--- config.mk ---
export PLATFORM = sky130hd
export DESIGN_NAME = hv_trap_deleg
export DESIGN_NICKNAME = d
export VERILOG_FILES = /design/src/rtl/hv_trap_pkg.sv /design/src/rtl/hv_trap_cause.sv /design/src/rtl/hv_trap_route.sv /design/src/rtl/hv_trap_status.sv /design/src/rtl/hv_trap_deleg.sv
export SDC_FILE = /design/constraint.sdc
export NUM_CORES = 1
export LEC_CHECK = 0
export BUFFER_PORTS_ARGS = -buffer_cell sky130_fd_sc_hd__buf_2
export CORE_ASPECT_RATIO = 1.25
export CORE_UTILIZATION = 46
export CTS_CLUSTER_SIZE = 20
export DETAILED_ROUTE_END_ITERATION = 10
export PLACE_DENSITY = 0.88
export SLEW_MARGIN = 5
export SYNTH_ARGS = -nofsm -noshare
export SYNTH_HDL_FRONTEND = slang
export SYNTH_SLANG_ARGS = --single-unit
--- constraint.sdc ---
create_clock -name clk -period 7 [get_ports clk]
set_clock_uncertainty 0.05 [all_clocks]
set_input_delay 1.4 -clock clk [delete_from_list [all_inputs] [get_ports clk]]
set_output_delay 1.4 -clock clk [all_outputs]
set_load 0.02 [all_outputs]
--- src/rtl/hv_trap_pkg.sv ---
package hv_trap_pkg;
  localparam logic [1:0] PRV_U = 2'd0;
  localparam logic [1:0] PRV_S = 2'd1;
  localparam logic [1:0] PRV_M = 2'd3;
  localparam int ECALL_CODE = 8;

  typedef struct packed {
    logic       mtl;
    logic       mpv;
    logic [1:0] mpp;
    logic       spp;
    logic       mpie;
    logic       spie;
    logic       mie;
    logic       sie;
  } mstat_t;

  typedef struct packed {
    logic stl;
    logic sp2p;
    logic sp2v;
    logic spv;
  } hstat_t;
endpackage

--- src/rtl/hv_trap_cause.sv ---
module hv_trap_cause
  import hv_trap_pkg::*;
#(
  parameter int CW = 6
) (
  input  logic          is_async,
  input  logic [CW-1:0] cause_raw,
  input  logic [1:0]    priv,
  input  logic          virt,
  output logic [CW-1:0] cause_fin
);
  always_comb begin
    cause_fin = cause_raw;
    if (!is_async && cause_raw == CW'(ECALL_CODE)) begin
      unique case (priv)
        PRV_M:   cause_fin = CW'(ECALL_CODE + 3);
        PRV_S:   cause_fin = virt ? CW'(ECALL_CODE + 2) : CW'(ECALL_CODE + 1);
        default: cause_fin = CW'(ECALL_CODE);
      endcase
    end
  end
endmodule

--- src/rtl/hv_trap_route.sv ---
module hv_trap_route
  import hv_trap_pkg::*;
#(
  parameter int XLEN = 32,
  parameter int CW   = 6,
  parameter bit HV   = 1'b1
) (
  input  logic            is_async,
  input  logic [CW-1:0]   cause_fin,
  input  logic [1:0]      priv,
  input  logic            virt,
  input  logic            force_hs,
  input  logic [XLEN-1:0] m_exc,
  input  logic [XLEN-1:0] m_irq,
  input  logic [XLEN-1:0] h_exc,
  input  logic [XLEN-1:0] h_irq,
  output logic            to_s,
  output logic            to_vs
);
  localparam int IW = $clog2(XLEN);

  logic            in_range;
  logic [IW-1:0]   idx;
  logic [XLEN-1:0] m_sel;

  assign in_range = 32'(cause_fin) < 32'(XLEN);
  assign idx      = cause_fin[IW-1:0];
  assign m_sel    = is_async ? m_irq : m_exc;
  assign to_s     = (priv <= PRV_S) && in_range && m_sel[idx];

  generate
    if (HV) begin : g_hyp
      logic [XLEN-1:0] h_sel;
      assign h_sel = is_async ? h_irq : h_exc;
      assign to_vs = to_s && virt && h_sel[idx] && !force_hs;
    end else begin : g_flat
      logic unused_h;
      assign unused_h = ^{h_exc, h_irq, virt, force_hs};
      assign to_vs    = 1'b0;
    end
  endgenerate
endmodule

--- src/rtl/hv_trap_status.sv ---
module hv_trap_status
  import hv_trap_pkg::*;
#(
  parameter bit HV = 1'b1
) (
  input  logic [1:0] priv,
  input  logic       virt,
  input  logic       force_hs,
  input  logic       to_s,
  input  logic       to_vs,
  input  mstat_t     ms_in,
  input  hstat_t     hs_in,
  output mstat_t     ms_nx,
  output hstat_t     hs_nx,
  output logic [1:0] mode_nx,
  output logic       virt_nx,
  output logic       force_nx,
  output logic       swap_nx
);
  always_comb begin
    ms_nx    = ms_in;
    hs_nx    = hs_in;
    virt_nx  = virt;
    force_nx = force_hs;
    swap_nx  = 1'b0;
    if (to_s) begin
      mode_nx    = PRV_S;
      ms_nx.spie = ms_in.sie;
      ms_nx.spp  = priv[0];
      ms_nx.sie  = 1'b0;
      if (!to_vs) begin
        hs_nx.sp2v = hs_in.spv;
        hs_nx.sp2p = ms_in.spp;
        hs_nx.spv  = virt;
        if (virt) begin
          swap_nx   = 1'b1;
          hs_nx.stl = force_hs;
          force_nx  = 1'b0;
        end
        virt_nx = 1'b0;
      end
    end else begin
      mode_nx    = PRV_M;
      ms_nx.mpie = ms_in.mie;
      ms_nx.mpp  = priv;
      ms_nx.mie  = 1'b0;
      ms_nx.mpv  = virt;
      ms_nx.mtl  = force_hs;
      swap_nx    = virt;
      virt_nx    = 1'b0;
    end
    if (!HV) begin
      hs_nx     = '0;
      ms_nx.mpv = 1'b0;
      ms_nx.mtl = 1'b0;
      virt_nx   = 1'b0;
      force_nx  = 1'b0;
      swap_nx   = 1'b0;
    end
  end
endmodule

--- src/rtl/hv_trap_deleg.sv ---
module hv_trap_deleg
  import hv_trap_pkg::*;
#(
  parameter int XLEN = 32,
  parameter int CW   = 6,
  parameter bit HV   = 1'b1
) (
  input  logic            clk,
  input  logic            rst_n,
  input  logic            trap_valid,
  input  logic            trap_async,
  input  logic [CW-1:0]   trap_cause,
  input  logic [1:0]      cur_priv,
  input  logic            virt_on,
  input  logic            force_hs,
  input  logic [XLEN-1:0] m_exc_deleg,
  input  logic [XLEN-1:0] m_irq_deleg,
  input  logic [XLEN-1:0] h_exc_deleg,
  input  logic [XLEN-1:0] h_irq_deleg,
  input  logic [8:0]      mstat_in,
  input  logic [3:0]      hstat_in,
  output logic            trap_taken,
  output logic [1:0]      trap_mode,
  output logic            virt_next,
  output logic            force_hs_next,
  output logic            swap_strobe,
  output logic [CW-1:0]   cause_out,
  output logic [8:0]      mstat_out,
  output logic [3:0]      hstat_out
);
  logic [CW-1:0] cause_fin;
  logic          to_s, to_vs;
  mstat_t        ms_nx;
  hstat_t        hs_nx;
  logic [1:0]    mode_nx;
  logic          virt_nx, force_nx, swap_nx;

  hv_trap_cause #(.CW(CW)) u_cause (
    .is_async (trap_async),
    .cause_raw(trap_cause),
    .priv     (cur_priv),
    .virt     (virt_on),
    .cause_fin(cause_fin)
  );

  hv_trap_route #(.XLEN(XLEN), .CW(CW), .HV(HV)) u_route (
    .is_async (trap_async),
    .cause_fin(cause_fin),
    .priv     (cur_priv),
    .virt     (virt_on),
    .force_hs (force_hs),
    .m_exc    (m_exc_deleg),
    .m_irq    (m_irq_deleg),
    .h_exc    (h_exc_deleg),
    .h_irq    (h_irq_deleg),
    .to_s     (to_s),
    .to_vs    (to_vs)
  );

  hv_trap_status #(.HV(HV)) u_status (
    .priv    (cur_priv),
    .virt    (virt_on),
    .force_hs(force_hs),
    .to_s    (to_s),
    .to_vs   (to_vs),
    .ms_in   (mstat_t'(mstat_in)),
    .hs_in   (hstat_t'(hstat_in)),
    .ms_nx   (ms_nx),
    .hs_nx   (hs_nx),
    .mode_nx (mode_nx),
    .virt_nx (virt_nx),
    .force_nx(force_nx),
    .swap_nx (swap_nx)
  );

  always_ff @(posedge clk) begin
    if (!rst_n) begin
      trap_taken    <= 1'b0;
      trap_mode     <= PRV_M;
      virt_next     <= 1'b0;
      force_hs_next <= 1'b0;
      swap_strobe   <= 1'b0;
      cause_out     <= '0;
      mstat_out     <= '0;
      hstat_out     <= '0;
    end else if (trap_valid) begin
      trap_taken    <= 1'b1;
      trap_mode     <= mode_nx;
      virt_next     <= virt_nx;
      force_hs_next <= force_nx;
      swap_strobe   <= swap_nx;
      cause_out     <= cause_fin;
      mstat_out     <= ms_nx;
      hstat_out     <= hs_nx;
    end else begin
      trap_taken  <= 1'b0;
      swap_strobe <= 1'b0;
    end
  end

  p_swap_taken_r4: assert property (@(posedge clk) disable iff (!rst_n)
    swap_strobe |-> trap_taken);
  p_swap_src_r6: assert property (@(posedge clk) disable iff (!rst_n)
    swap_strobe |-> $past(virt_on));
  p_guest_mode_r3: assert property (@(posedge clk) disable iff (!rst_n)
    virt_next |-> trap_mode == PRV_S);
  p_mode_legal_r2: assert property (@(posedge clk) disable iff (!rst_n)
    trap_taken |-> (trap_mode == PRV_S || trap_mode == PRV_M));
  p_mie_save_r7: assert property (@(posedge clk) disable iff (!rst_n)
    (trap_taken && trap_mode == PRV_M) |-> (!mstat_out[1] && mstat_out[3] == $past(mstat_in[1])));
  p_idle_r8: assert property (@(posedge clk) disable iff (!rst_n)
    !$past(trap_valid) |-> !trap_taken);

  generate
    if (HV) begin : g_hv_chk
      p_stl_keep_r5: assert property (@(posedge clk) disable iff (!rst_n)
        (trap_taken && trap_mode == PRV_S && !virt_next && !$past(virt_on))
          |-> hstat_out[3] == $past(hstat_in[3]));
    end else begin : g_flat_chk
      p_flat_r10: assert property (@(posedge clk) disable iff (!rst_n)
        hstat_out == 4'd0 && !swap_strobe && !virt_next);
    end
  endgenerate
endmodule

# --- Word level (Yosys, flattened, before mapping) ---
# Index checks and enable logic that the tools add are counted.
totals:
  register_bits: 25
  latchBits: 0
  ram_bits: 0
  romBits: 0
  in_bits: 155
  out_inout_bits: 25
  word_cells: 51
  n_memories: 0
classes:
  addsub: 0
  n_mul: 0
  div: 0
  n_lt_le_gt_ge: 3
  n_eq_ne: 3
  shift: 0
  mux: 28
  n_bitwise: 0
  reduce_logical: 9
op_table:
  columns: ["cell", "count"]
  rows:
  - ["two-way mux 32 bit", 2]
  - ["two-way mux 1 bit", 17]
  - ["two-way mux 4 bit", 3]
  - ["case mux 6 bit (2 select lines)", 1]
  - ["binary-select mux 1 bit (select 5 bit)", 2]
  - ["== test 6 x 4 -> 1 bit (second input constant)", 1]
  - ["logical AND 1 bit", 6]
  - ["< comparator 5 x 6 -> 1 bit (second input constant)", 1]
  - ["< comparator 6 bit (second input constant)", 1]
  - ["two-way mux 6 bit", 1]
  - ["two-way mux 2 bit", 2]
  - ["== test 2 x 1 -> 1 bit (second input constant)", 1]
  - ["== test 2 bit (second input constant)", 1]
  - ["less-or-equal comparator 2 x 1 -> 1 bit (second input constant)", 1]
  - ["logical NOT 1 bit", 2]
  - ["AND reduction 2 bit", 1]

# --- Logic depth before layout (Yosys ltp) ---
depth:
  ltp_word: 11
  mapped_depth: 14
  mapped_depth_nobuf: 9

# --- Cells and area by module ---
# A second synthesis with hierarchy kept.
hier_totals:
  cells_unflattened: 210
  hier_area_um2: 2378.5
modules_own_cells:
  columns: ["module", "instances", "cells_per_inst", "area_each_um2", "seq_area_each_um2"]
  rows:
  - ["hv_trap_route", 1, 97, 1153.6, 0.0]
  - ["hv_trap_deleg", 1, 78, 940.9, 500.5]
  - ["hv_trap_status", 1, 23, 214.0, 0.0]
  - ["hv_trap_cause", 1, 12, 70.1, 0.0]

# --- Worst setup path after synthesis ---
# OpenSTA, ideal clock, no wires.
synth_path:
  path_type: "input to register"
  startpoint: "input trap_async"
  endpoint: "register hstat_out[1]"
  setup_time_ns: 0.134
  t_arrival_ns: 4.225
  required_ns: 6.816
  path_slack_ns: 2.591
  path_stages: 11
  n_path_buf: 2
  path_cell_list: "buf_2 -> or4b_4 -> buf_6 -> o31ai_4 -> mux4_1 -> and3_1 -> nor4_1 -> o32ai_1 -> a32oi_2 -> mux2i_1 -> a21oi_1"
synth_between:
  elab_chain_cells: 11
  word_cells_on_any_way: 17
  cone_classes: "order compare: 1; mux: 9; reduce/logical: 7"
synth_lines:
  columns: ["item", "line_no", "rtl"]
  rows:
  - ["start, declared", "hv_trap_deleg.sv:11", "input logic trap_async,"]
  - ["logical NOT 1 bit", "hv_trap_cause.sv:14", "if (!is_async && cause_raw == CW'(ECALL_CODE)) begin"]
  - ["logical AND 1 bit", "hv_trap_cause.sv:14", null]
  - ["two-way mux 6 bit", "hv_trap_cause.sv:14", null]
  - ["binary-select mux 1 bit (select 5 bit) or < comparator 6 bit (tied branches)", "hv_trap_route.sv:29, hv_trap_route.sv:26", null]
  - ["two-way mux 1 bit (not written as such) or logical AND 1 bit (tied branches)", "hv_trap_route.sv:29", "assign to_s = (priv <= PRV_S) && in_range && m_sel[idx];"]
  - ["logical AND 1 bit", "hv_trap_route.sv:29", null]
  - ["logical AND 1 bit (3 in a row)", "hv_trap_route.sv:35", "assign to_vs = to_s && virt && h_sel[idx] && !force_hs;"]
  - ["two-way mux 4 bit", "hv_trap_status.sv:31", "if (!to_vs) begin"]
  - ["two-way mux 4 bit *", "hv_trap_status.sv:26", "if (to_s) begin"]
  - ["end signal, assigned", "hv_trap_deleg.sv:94", "hstat_out <= hs_nx;"]
  - ["end, declared", "hv_trap_deleg.sv:29", "output logic [3:0] hstat_out"]
# Every way passes the cells marked *; elsewhere a longest branch is shown, timed or not. The select of a mux whose other input is x is not followed.
# A chain may end at the register's enable or synchronous reset.

# --- Worst setup path after layout ---
layout_path:
  startpoint: "input trap_async"
  endpoint: "register hstat_out[2]"
# Same word-level chain as after synthesis.

==> flow_metrics.tcl <==
set metrics [dict create \
    wl_per_cell_um 18.3 \
    rows 30 \
    die_w_um 69.6 \
    crit_type "primary input to flip-flop" \
    ios 180 \
    die_area_um2 6030 \
    synthCells 343 \
    combPwrFrac_pct 44.5 \
    synth-seq-cells 24 \
    ctsHoldBuffers 0 \
    rsz0062_at_grt "false" \
    htreeDepth 1 \
    cts_resized 0 \
    grtUsageTotal_pct 32.4 \
    crit_start "trap_async" \
    power_uw 410 \
    async_reset_ff_share_pct 0 \
    syn_nets 498 \
    power.share.sequential_pct 36.4 \
    drt_drc_violations_left 0 \
    max_stage_delay_ps 710 \
    leakage_nw 1.67 \
    area_growth_pct 33.5 \
    path_cells "buf_2 > or4b_4 > o31ai_4 > buf_4 > mux4_1 > nand2_1 > and3_1 > o32ai_1 > a32oi_2 > mux2i_1 > a21oi_1" \
    avgSynthCellArea_um2 7.67 \
    first_global_vias 3284 \
    max_clock_freq_mhz 203 \
    drt-total-wl_um 10300 \
    p_switching_uw 144 \
    numCtsBuffers 3 \
    ant_nets 0 \
    cts_root_buffer "clkbuf_8" \
    maxSlewHeadroom_pct 45.8 \
    drt-initial-drc-count 284 \
    fin_tns_setup_ps 0 \
    cts_tree "done" \
    power_density_nw_per_um2 117 \
    switching_share_pct 35.2 \
    cp.required_ps 7070 \
    r2r_cells 2 \
    outcome "completed" \
    first_pass_iters 5 \
    clock_sinks 24 \
    place_ws_ps 1830 \
    post-cts-setup-buffer-count 0 \
    setup_slack_ps 2070 \
    clockPowerShare_pct 19.0 \
    start_kind "primary input" \
    ir_drop_mv 0.167 \
    synth-seq-area-share_pct 18.3 \
    via_per_inst 6.21 \
    post-dp-hpwl_um 8040 \
    grt_pass1_wl_um 15600 \
    cap_viol_max_count 0 \
    r2r-start "virt_next" \
    end_kind "flip-flop" \
    antenna_found_initial 1 \
    worstPathMaxFanout 45 \
    final-hold-violation-count 0 \
    netlist_area_um2 2630 \
    ys_types 71 \
    die_h_um 86.5 \
    grt_max_degree 46 \
    ys_warn_count 0 \
    insertion_delay_ps 260 \
    worst_pin_slew_ps 813 \
    clk_path_buf_depth 2 \
    drive_gt1_share_pct 41.7 \
    path_clk_slew_ps 80 \
    initial_utilization_pct 48.0 \
    post-route-util_pct 64.1 \
    io_buffers 178 \
    hold_path.class "flip-flop to flip-flop" \
    slew_viol_final 0 \
    setup_violations 0 \
    p_int_uw 265 \
    coreArea_um2 5480 \
    globalRouteOverflowTotal 0 \
    fin_hold_ws_ps 430 \
    critPathArrivalTime_ps 5000 \
    gp_congestion 0.934 \
    vias 3483 \
    r2r_slack_ps 6200 \
    critPathSlowestCell "o31ai_4" \
    synth_top_flop_cell "dfxtp_1" \
    synth_edf_count 0 \
    crit_end "hstat_out[2]" \
    reg2reg_to "virt_next" \
    min_period_ps 4930 \
    period_share_pct 70.5 \
    final_nets 653 \
]
cell usage after synthesis, drive strengths merged (8+ instances only):
master	instances	area, um^2
o211ai	8	65.1
dfxtp	24	480
o21ai	15	75.1
nand3	10	50.1
inv	8	30.0
nor2	18	67.6
nand2	46	175
a21oi	20	100
nor2b	13	81.3
buf	15	100
mux2i	27	270
clkbuf	17	63.8
a31oi	8	50.1
cell usage in the layout (no fill, tap or decap), drive strengths merged, types with 3 or more instances in the layout:
| cell type | Yosys | final |
|---|---|---|
| o22ai | 3 | 3 |
| o31ai | 3 | 3 |
| nor4 | 4 | 4 |
| a21oi | 20 | 20 |
| mux2i | 27 | 27 |
| o311ai | 3 | 3 |
| a31oi | 8 | 8 |
| buf | 15 | 182 |
| dfxtp | 24 | 24 |
| and3 | 6 | 6 |
| or2 | 3 | 3 |
| a2111oi | 3 | 3 |
| nand3 | 10 | 10 |
| mux4 | 6 | 6 |
| or4 | 3 | 3 |
| nand2b | 6 | 6 |
| o211a | 3 | 3 |
| o21ai | 15 | 15 |
| and2 | 4 | 4 |
| o211ai | 8 | 8 |
| nand4 | 7 | 7 |
| inv | 8 | 8 |
| nor2 | 18 | 18 |
| a211oi | 7 | 7 |
| nand2 | 46 | 46 |
| nor3 | 7 | 7 |
| o41ai | 4 | 4 |
| nor2b | 13 | 13 |
| clkbuf | 17 | 3 |
flip-flops by register name (all words and copies together) (netlist names):
| name | cells |
|---|---|
| mstat_out | 9 |
| cause_out | 6 |
| hstat_out | 4 |
| force_hs_next | 1 |
| swap_strobe | 1 |
| trap_mode | 1 |
| trap_taken | 1 |
| virt_next | 1 |
power groups by stage:
stage	Sequential [mW]	Clock, mW	Combinational [mW]
after CTS	0.149	0.0788	0.180
after detailed placement	0.152	0	0.180
final	0.149	0.0779	0.183
after floorplan	0.163	0	0.0954
after global routing	0.150	0.0835	0.197
after global placement	0.152	0	0.177
stage by stage:
stage,cell area [um^2],instances
after global routing,3510,560
after global placement,3470,557
after detailed placement,3470,557
after floorplan,2630,343
final,3510,561
after CTS,3510,560
final cells by class:
cell class | count | area, um^2
Tap cell | 64 | 80.1
Inverter | 8 | 30.0
Antenna cell | 1 | 2.50
Timing Repair Buffer | 182 | 921
Sequential cell | 24 | 480
Fill cell | 506 | 1970
Multi-Input combinational cell | 279 | 1960
Clock buffer | 3 | 41.3
worst max-delay path: cells and delay by family:
| kind | cells | cell delay (ps) |
|---|---|---|
| simple gates | 3 | 890 |
| compound gates | 4 | 1230 |
| mux | 2 | 780 |
| buf+inv | 2 | 700 |
cells by family after synthesis:
kind of cell           Yosys count  synth area share [%]
muxes                           35                  16.7
AOI/OAI and AO/OA              107                  30.4
other                            1                 0.143
DFF                             24                  18.3
buffers and inverters           40                  7.37
and+or+nand+nor                136                  27.1
worst min path at each step:
stage,from,endpoint,slack (ps),cells past startpoint
after global placement,cause_out[1],cause_out[1],410,1
final,mstat_out[1],mstat_out[1],430,2
after CTS,mstat_out[1],mstat_out[1],440,2
after detailed placement,cause_out[1],cause_out[1],420,1
after global routing,mstat_out[1],mstat_out[1],440,2
after floorplan,mstat_out[1],mstat_out[1],490,2
per-layer routing:
| metal | GRT usage (%) | share of wire [%] | wire length, um | vias to the layer above |
|---|---|---|---|---|
| met5 | 0 | 0 | 0 | - |
| met4 | 14.2 | 3.9 | 398 | 0 |
| met3 | 5.12 | 9.3 | 955 | 36 |
| met2 | 59.3 | 50 | 5080 | 213 |
| met1 | 37.3 | 37 | 3820 | 1615 |
| li1 | - | - | - | 1619 |
No activity file was read; power rests on OpenSTA's default activity.
